===== config.mk =====
export PLATFORM = sky130hd
export DESIGN_NAME = cfgs_slave
export DESIGN_NICKNAME = d
export VERILOG_FILES = /design/src/rtl/cfgs_pkg.sv /design/src/rtl/cfgs_line_sync.sv /design/src/rtl/cfgs_regfile.sv /design/src/rtl/cfgs_link.sv /design/src/rtl/cfgs_slave.sv
export SDC_FILE = /design/constraint.sdc
export NUM_CORES = 1
export LEC_CHECK = 0
export CAP_MARGIN = 20
export CORE_ASPECT_RATIO = 1.1
export CORE_MARGIN = 5
export CORE_UTILIZATION = 35
export DETAILED_ROUTE_END_ITERATION = 6
export PLACE_DENSITY_LB_ADDON = 0.25
export SYNTH_ARGS = -nofsm -noshare
export SYNTH_HDL_FRONTEND = slang
export SYNTH_SLANG_ARGS = --single-unit

===== constraint.sdc =====
create_clock -name clk -period 2.8 [get_ports clk]
set_clock_uncertainty 0.05 [all_clocks]
set_input_delay 0.56 -clock clk [delete_from_list [all_inputs] [get_ports clk]]
set_output_delay 0.56 -clock clk [all_outputs]
set_load 0.02 [all_outputs]

===== src/rtl/cfgs_pkg.sv =====
package cfgs_pkg;

  typedef enum logic [2:0] {
    S_IDLE,   // waiting for START
    S_ADDR,   // shifting in the address byte
    S_ACK,    // slave pulling data low for one acknowledge bit
    S_WBYTE,  // shifting in a write byte
    S_RBYTE,  // shifting out a read byte
    S_RACK,   // sampling the master's acknowledge
    S_RNEXT,  // acknowledged, next byte loads on clock fall
    S_DONE    // detached until START or STOP
  } link_st_t;

  // A write to register idx with data d takes effect only when this is true.
  function automatic logic wr_allowed(input int unsigned idx, input logic [7:0] d,
                                      input int unsigned nreg);
    return (idx < nreg) && (idx != 7) && !((idx == 8) && (d == 8'h00));
  endfunction

  // Highest register index sent by a read for a given length value.
  function automatic int unsigned last_rd_reg(input logic [7:0] len, input int unsigned nreg);
    return (32'(len) > nreg - 1) ? nreg - 1 : 32'(len);
  endfunction

endpackage


===== src/rtl/cfgs_line_sync.sv =====
module cfgs_line_sync (
  input  logic clk,
  input  logic rst_n,
  input  logic scl_i,
  input  logic sda_i,
  output logic scl_s,
  output logic sda_s,
  output logic scl_rise,
  output logic scl_fall,
  output logic start_ev,
  output logic stop_ev
);
  logic [1:0] scl_m, sda_m;
  logic       scl_q, sda_q;

  // Idle bus is high, so the chains reset high.
  always_ff @(posedge clk or negedge rst_n) begin
    if (!rst_n) begin
      scl_m <= 2'b11;
      sda_m <= 2'b11;
      scl_q <= 1'b1;
      sda_q <= 1'b1;
    end else begin
      scl_m <= {scl_m[0], scl_i};
      sda_m <= {sda_m[0], sda_i};
      scl_q <= scl_m[1];
      sda_q <= sda_m[1];
    end
  end

  assign scl_s    = scl_m[1];
  assign sda_s    = sda_m[1];
  assign scl_rise = scl_s & ~scl_q;
  assign scl_fall = ~scl_s & scl_q;
  assign start_ev = scl_s & scl_q & sda_q & ~sda_s;
  assign stop_ev  = scl_s & scl_q & ~sda_q & sda_s;

endmodule


===== src/rtl/cfgs_regfile.sv =====
module cfgs_regfile #(
  parameter int          NREG   = 21,
  parameter logic [2:0]  VENDOR = 3'b110,
  parameter logic [4:0]  REV    = 5'h0B,
  localparam int         IW     = $clog2(NREG)
) (
  input  logic              clk,
  input  logic              rst_n,
  input  logic              wr_req,
  input  logic [IW-1:0]     wr_idx,
  input  logic [7:0]        wr_data,
  input  logic [IW-1:0]     rd_idx,
  output logic [7:0]        rd_data,
  output logic [7:0]        len_reg,
  output logic [NREG*8-1:0] regs_flat
);
  import cfgs_pkg::*;

  for (genvar g = 0; g < NREG; g++) begin : g_reg
    if (g == 7) begin : g_id
      assign regs_flat[g*8 +: 8] = {VENDOR, REV};
    end else begin : g_rw
      localparam logic [7:0] RSTV = (g == 8) ? 8'h08 : 8'h00;
      logic [7:0] r;
      always_ff @(posedge clk or negedge rst_n) begin
        if (!rst_n) r <= RSTV;
        else if (wr_req && wr_idx == IW'(g) && wr_allowed(g, wr_data, NREG)) r <= wr_data;
      end
      assign regs_flat[g*8 +: 8] = r;
    end
  end

  assign len_reg = regs_flat[8*8 +: 8];
  assign rd_data = regs_flat[{rd_idx, 3'b000} +: 8];

  AST_LEN_NONZERO: assert property (@(posedge clk) disable iff (!rst_n)
    len_reg != 8'h00);
  AST_ZERO_LEN_HELD: assert property (@(posedge clk) disable iff (!rst_n)
    (wr_req && wr_idx == IW'(8) && wr_data == 8'h00) |=> $stable(len_reg));

endmodule


===== src/rtl/cfgs_link.sv =====
module cfgs_link #(
  parameter int         NREG    = 21,
  parameter logic [7:0] WR_ADDR = 8'hD2,
  parameter logic [7:0] RD_ADDR = 8'hD3,
  localparam int        IW      = $clog2(NREG),
  localparam int        PW      = $clog2(NREG + 1)
) (
  input  logic          clk,
  input  logic          rst_n,
  input  logic          scl_s,
  input  logic          sda_s,
  input  logic          scl_rise,
  input  logic          scl_fall,
  input  logic          start_ev,
  input  logic          stop_ev,
  input  logic [7:0]    rd_data,
  input  logic [7:0]    len_reg,
  output logic          sda_oe,
  output logic          wr_req,
  output logic [IW-1:0] wr_idx,
  output logic [7:0]    wr_data,
  output logic [IW-1:0] rd_idx
);
  import cfgs_pkg::*;

  link_st_t      st;
  logic          is_rd;
  logic [3:0]    bitc;
  logic [7:0]    sh;
  logic [7:0]    wcnt;      // bytes received after the address, saturating
  logic [PW-1:0] pos;       // 0 = length byte, k = register k-1
  logic [PW-1:0] last_pos;
  logic          byte_in_done;
  logic          wr_hit;

  assign last_pos     = PW'(last_rd_reg(len_reg, NREG) + 1);
  assign rd_idx       = (pos == '0) ? '0 : IW'(pos - 1'b1);
  assign byte_in_done = scl_fall && (bitc == 4'd8);
  assign wr_hit       = (wcnt >= 8'd2) && ((32'(wcnt) - 2) < NREG);

  always_ff @(posedge clk or negedge rst_n) begin
    if (!rst_n) begin
      st      <= S_IDLE;
      is_rd   <= 1'b0;
      bitc    <= '0;
      sh      <= '0;
      wcnt    <= '0;
      pos     <= '0;
      sda_oe  <= 1'b0;
      wr_req  <= 1'b0;
      wr_idx  <= '0;
      wr_data <= '0;
    end else begin
      wr_req <= 1'b0;
      if (start_ev) begin
        st     <= S_ADDR;
        bitc   <= '0;
        sda_oe <= 1'b0;
      end else if (stop_ev) begin
        st     <= S_IDLE;
        sda_oe <= 1'b0;
      end else begin
        unique case (st)
          S_IDLE, S_DONE: ;
          S_ADDR: begin
            if (scl_rise) begin
              sh   <= {sh[6:0], sda_s};
              bitc <= bitc + 4'd1;
            end else if (byte_in_done) begin
              if (sh == WR_ADDR || sh == RD_ADDR) begin
                is_rd  <= (sh == RD_ADDR);
                st     <= S_ACK;
                sda_oe <= 1'b1;
                wcnt   <= '0;
                pos    <= '0;
              end else begin
                st <= S_DONE;
              end
            end
          end
          S_ACK: begin
            if (scl_fall) begin
              bitc <= '0;
              if (is_rd) begin
                sh     <= len_reg;
                sda_oe <= ~len_reg[7];
                st     <= S_RBYTE;
              end else begin
                sda_oe <= 1'b0;
                st     <= S_WBYTE;
              end
            end
          end
          S_WBYTE: begin
            if (scl_rise) begin
              sh   <= {sh[6:0], sda_s};
              bitc <= bitc + 4'd1;
            end else if (byte_in_done) begin
              st      <= S_ACK;
              sda_oe  <= 1'b1;
              wr_req  <= wr_hit;
              wr_idx  <= IW'(wcnt - 8'd2);
              wr_data <= sh;
              if (wcnt != 8'hFF) wcnt <= wcnt + 8'd1;
            end
          end
          S_RBYTE: begin
            if (scl_fall) begin
              if (bitc == 4'd7) begin
                sda_oe <= 1'b0;
                st     <= S_RACK;
              end else begin
                sh     <= {sh[6:0], 1'b0};
                sda_oe <= ~sh[6];
                bitc   <= bitc + 4'd1;
              end
            end
          end
          S_RACK: begin
            if (scl_rise) begin
              if (sda_s)                st <= S_IDLE;
              else if (pos == last_pos) st <= S_DONE;
              else begin
                pos <= pos + 1'b1;
                st  <= S_RNEXT;
              end
            end
          end
          S_RNEXT: begin
            if (scl_fall) begin
              sh     <= rd_data;
              sda_oe <= ~rd_data[7];
              bitc   <= '0;
              st     <= S_RBYTE;
            end
          end
          default: st <= S_IDLE;
        endcase
      end
    end
  end

  AST_STOP_TO_IDLE: assert property (@(posedge clk) disable iff (!rst_n)
    stop_ev |=> (st == S_IDLE && !sda_oe));
  AST_START_REARMS: assert property (@(posedge clk) disable iff (!rst_n)
    start_ev |=> (st == S_ADDR && bitc == 4'd0));
  AST_OE_STEADY_SCL_HIGH: assert property (@(posedge clk) disable iff (!rst_n)
    (scl_s && $past(scl_s)) |-> $stable(sda_oe));
  AST_WR_IN_RANGE: assert property (@(posedge clk) disable iff (!rst_n)
    wr_req |-> (32'(wr_idx) < NREG));
  AST_NACK_RELEASES: assert property (@(posedge clk) disable iff (!rst_n)
    (st == S_RACK && scl_rise && sda_s && !start_ev && !stop_ev) |=> (!sda_oe && st == S_IDLE));

endmodule


===== src/rtl/cfgs_slave.sv =====
module cfgs_slave #(
  parameter int         NREG    = 21,
  parameter logic [7:0] WR_ADDR = 8'hD2,
  parameter logic [7:0] RD_ADDR = 8'hD3,
  parameter logic [2:0] VENDOR  = 3'b110,
  parameter logic [4:0] REV     = 5'h0B,
  localparam int        IW      = $clog2(NREG)
) (
  input  logic              clk,
  input  logic              rst_n,
  input  logic              scl_i,
  input  logic              sda_i,
  output logic              sda_oe,
  output logic [NREG*8-1:0] cfg_regs
);
  logic          scl_s, sda_s, scl_rise, scl_fall, start_ev, stop_ev;
  logic          wr_req;
  logic [IW-1:0] wr_idx, rd_idx;
  logic [7:0]    wr_data, rd_data, len_reg;

  cfgs_line_sync u_sync (
    .clk(clk), .rst_n(rst_n), .scl_i(scl_i), .sda_i(sda_i),
    .scl_s(scl_s), .sda_s(sda_s), .scl_rise(scl_rise), .scl_fall(scl_fall),
    .start_ev(start_ev), .stop_ev(stop_ev)
  );

  cfgs_link #(.NREG(NREG), .WR_ADDR(WR_ADDR), .RD_ADDR(RD_ADDR)) u_link (
    .clk(clk), .rst_n(rst_n), .scl_s(scl_s), .sda_s(sda_s),
    .scl_rise(scl_rise), .scl_fall(scl_fall), .start_ev(start_ev), .stop_ev(stop_ev),
    .rd_data(rd_data), .len_reg(len_reg), .sda_oe(sda_oe),
    .wr_req(wr_req), .wr_idx(wr_idx), .wr_data(wr_data), .rd_idx(rd_idx)
  );

  cfgs_regfile #(.NREG(NREG), .VENDOR(VENDOR), .REV(REV)) u_regs (
    .clk(clk), .rst_n(rst_n), .wr_req(wr_req), .wr_idx(wr_idx), .wr_data(wr_data),
    .rd_idx(rd_idx), .rd_data(rd_data), .len_reg(len_reg), .regs_flat(cfg_regs)
  );

endmodule


==> summary.md <==
| Metric | Value |
|---|---|
| Run status | `completed` |
| Number of flip-flops in the largest register | `approximately 150` |
| Clk Latency, worst-skew pair | `approximately 530 ps` |
| Die Y | `around 200 um` |
| Max FO, Critical Path | `6` |
| Distinct cells, synth | `between 70 and 80` |
| Commonest non-fill, non-tap cell in the layout | `dfrtp_1` |
| Core region area | `31400 um^2` |
| Layout Utilization | `45.8%` |
| Filler cells | `~2900` |
| Biggest register | `u_regs.g.g_rw.r` |
| Hold Path Cell Cnt | `0` |
| Register area | `around 5300 um^2` |
| Placement Setup Slack | `-70.3 ps` |
| Netlist Area Pre-Place | `~11000 um^2` |
| Buf/Inv on CP | `2` |
| Vias | `approximately 9100` |
| Setup ws final | `slightly above 9 ps` |
| Final setup fails | `0` |
| Critical path arrival | `3190 ps` |
| Clock sink total | `210` |
| Main synth FF type | `dfrtp_1` |
| Commonest cells after routing, fill and taps aside | `202 x dfrtp_1, 186 x mux2_2, 163 x clkdlybuf4s50_1` |
| Worst R2R Path Depth | `12` |
| Routed WL | `~37 mm` |
| Worst slew margin | `approximately 37%` |
| Crit path largest cell delay | `a little over 400 ps` |
| Initial Util | `a little over a third` |
| Max Slew Vio Count | `0` |
| Share of power burned in registers | `between 30% and 40%` |
| Req. time, crit path | `approximately 3200 ps` |
| FF+latch count, synth | `210` |
| CP Class | `reg2reg` |
| Syn_area_per_cell | `around 11 um^2` |
| IO Count | `about 170` |
| PwrDens | `724 nW/um^2` |
| RSZ-0062 raised after global routing | `true` |
| Largest cells by area after synthesis | `dfrtp_1 46%, mux2_2 19%, nand2_1 3.3%` |
| Launching point of the worst reg2reg path | `u_regs.len_reg[7]` |
| Multi-input gate area | `approximately 5500 um^2` |
| Cell row count | `68` |
| Synth top area share | `roughly 46%` |
| Post-DR vias/cell | `5.48` |
| Crit path cell chain | `buf_6 > or4_4 > or2b_1 > and2_4 > ha_4 > xnor2_2 > nand2_2 > a2111oi_4 > o2111ai_4 > buf_4 > a21o_2 > a21oi_1` |
| Clock slew at reported path FFs | `60 ps` |
| Die Area | `35400 um^2` |
| Crit share post-route | `approximately 100%` |
| Final Hold Violating Endpoints | `0` |
| DRT iter0 DRCs | `597` |
| First-pass GRT wire length | `approximately 57 mm` |
| Initial antenna violation count | `0` |
| Cell internal pwr | `roughly 0.0064 W` |
| Area after DPL | `roughly 14000 um^2` |
| Sw Pwr | `roughly 0.0040 W` |
| Worst R2R Setup Slack | `9 ps` |
| Area growth syn-to-layout | `29.5%` |
| Max-cap violations | `0` |
| CTS Buf Count | `24` |
| Nets | `1238` |
| Min-Delay Path Class | `reg2reg` |
| Fmax | `approximately 0.36 GHz` |
| Leak | `around 6.4 nW` |
| GP Congestion | `roughly 0.84` |
| GRT Total Usage | `roughly 20%` |
| Drt first pass iters | `5` |
| TritonCTS clock tree | `done` |
| Cell taking the most area after synthesis | `dfrtp_1` |
| Worst setup EP type | `register` |
| DP HPWL | `roughly 26 mm` |
| Die X | `approximately 180 um` |
| # port buffers | `about 160` |
| Worst VDD drop | `about 0.00037 V` |
| Slowest-stage cell, CP | `or4_4` |
| YS warnings | `0` |
| Crit-path leading delay family | `simple AND/OR/NAND/NOR gates` |
| Slew @ Worst Pin | `roughly 940 ps` |
| CTS Root Cell | `clkbuf_16` |
| Share of cells above drive strength 1 | `between 20% and 30%` |
| Post-route cell area | `about 14000 um^2` |
| Vias in the first global route | `between 9000 and 10000` |
| Number of synthesized flops with an enable pin | `0` |
| Logic pwr share | `between 30% and 40%` |
| Startpoint Class | `register` |
| R2R Path End | `u_link.pos[4]` |
| # diodes | `0` |
| Total gr overflow | `0` |
| Hold path endpoint | `u_sync.sda_m[1]` |
| Net Sw Frac | `a little under two fifths` |
| Period minus WS final | `2790 ps` |
| Clk pwr share | `29.8%` |
| Syn Inst Count | `between 1000 and 1500` |
| Post-synthesis async set-or-reset flop share | `100%` |
| Largest net degree at the start of global routing | `65` |
| Antenna Violating Nets Remaining | `0` |
| Sequential area share after synthesis | `a little under half` |
| Remaining DRCs | `0` |
| HP Start | `u_sync.sda_m[0]` |
| Clock buffer depth | `3` |
| H-tree depth | `1` |
| DR WL/cell | `roughly 22 um` |
-- worst reg2reg max path: stages, from the launching register on --
cell       delay, ps
dfrtp_1          400
buf_6            120
or4_4            410
or2b_1           190
and2_4           160
ha_4             150
xnor2_2          120
nand2_2           90
a2111oi_4        350
o2111ai_4        190
buf_4            190
a21o_2           180
a21oi_1          130
-- cell type report --
cell class,count,area share [%]
Clock buffer,37,4.72
Tap cell,420,3.65
Sequential cell,210,36.6
Multi-Input combinational cell,730,38.4
Inverter,21,0.548
Timing Repair Buffer,237,15.5
Clock inverter,5,0.600
-- kinds of logic (layout without fill, tap and decap cells) --
family	Yosys count	after routing	share of synthesized area [%]
AND/OR/NAND/NOR	251	251	11.0
buffers and inverters	106	300	3.97
XOR/XNOR	16	16	1.26
flip-flops	210	210	47.3
multiplexers	212	212	21.2
other	2	8	0.0676
AO/OA/AOI/OAI	233	233	14.1
adder cells (fa/ha/maj)	10	10	1.13
-- routing by layer --
layer  vias to the layer above  track usage (%)  share of wire [%]
met2                       311             33.8                 47
met1                      4586             27.4                 44
met4                         0             6.72                3.3
met3                        63             3.19                5.5
li1                       4131                -                  -
met5                         -                0                  0
-- power groups by stage --
stage	Combinational, W	Sequential (W)	Clock [W]
6_report	0.00387	0.00344	0.00311
5_1_grt	0.00422	0.00346	0.00328
4_1_cts	0.00377	0.00344	0.00317
3_5_place_dp	0.00375	0.00349	0
3_3_place_gp	0.00371	0.00348	0
2_1_floorplan	0.00257	0.00337	0
-- synth_stat cells, types with 3 or more instances --
master / n
o21ai_1: 3
ha_1: 10
a22o_1: 7
o221a_2: 3
a211o_1: 3
buf_2: 3
xor2_1: 7
buf_4: 8
inv_1: 20
o31a_1: 5
mux2_2: 186
clkbuf_1: 63
or3_1: 8
o21ai_0: 54
nor3b_1: 3
a211oi_1: 7
dfstp_2: 7
o221ai_1: 10
dfrtp_1: 203
o22ai_1: 4
mux2i_1: 26
a221o_1: 4
nor2_1: 50
o31ai_1: 11
nand2b_1: 8
buf_1: 8
xnor2_1: 9
o2bb2ai_1: 4
nor3_1: 25
o21a_1: 3
nand3_1: 10
nand4_1: 4
a311o_1: 3
a2bb2oi_1: 8
and2_1: 6
nand2_1: 99
a31oi_1: 26
a21o_1: 6
a21oi_1: 47
nor2b_1: 12
nor4_1: 5
-- worst max-delay path by stage --
stage,from,endpoint,slack (ps),depth (start not counted)
detailed placement,u_regs.len_reg[6],u_link.pos[2],-70,11
global route,u_regs.len_reg[7],u_link.pos[4],-120,12
finish,u_regs.len_reg[7],u_link.pos[4],9,12
global placement,u_regs.len_reg[6],u_link.pos[2],30,11
floorplan,u_regs.len_reg[6],u_link.pos[2],-60,11
CTS,u_regs.len_reg[6],u_link.pos[2],20,11
-- timing repair --
| action | CTS | global route |
|---|---|---|
| hold buffers | 1 | 0 |
| buffers inserted | 0 | 5 |
| pin swaps | 2 | 6 |
| hold endpoints to repair | 28 | 0 |
| endpoints found under the setup margin | 3 | 6 |
| resized for setup | 1 | 12 |
| gates cloned | 0 | 0 |
-- stage by stage --
stage	hold WS, ps	setup TNS (ps)	std cells	total power (W)
floorplan	214	-57.2	1046	0.00595
global placement	299	0	1612	0.00719
detailed placement	297	-126	1612	0.00724
CTS	313	0	1655	0.0104
global route	316	-364	1660	0.0110
finish	312	0	1660	0.0104
(Power assumes the default switching activity.)
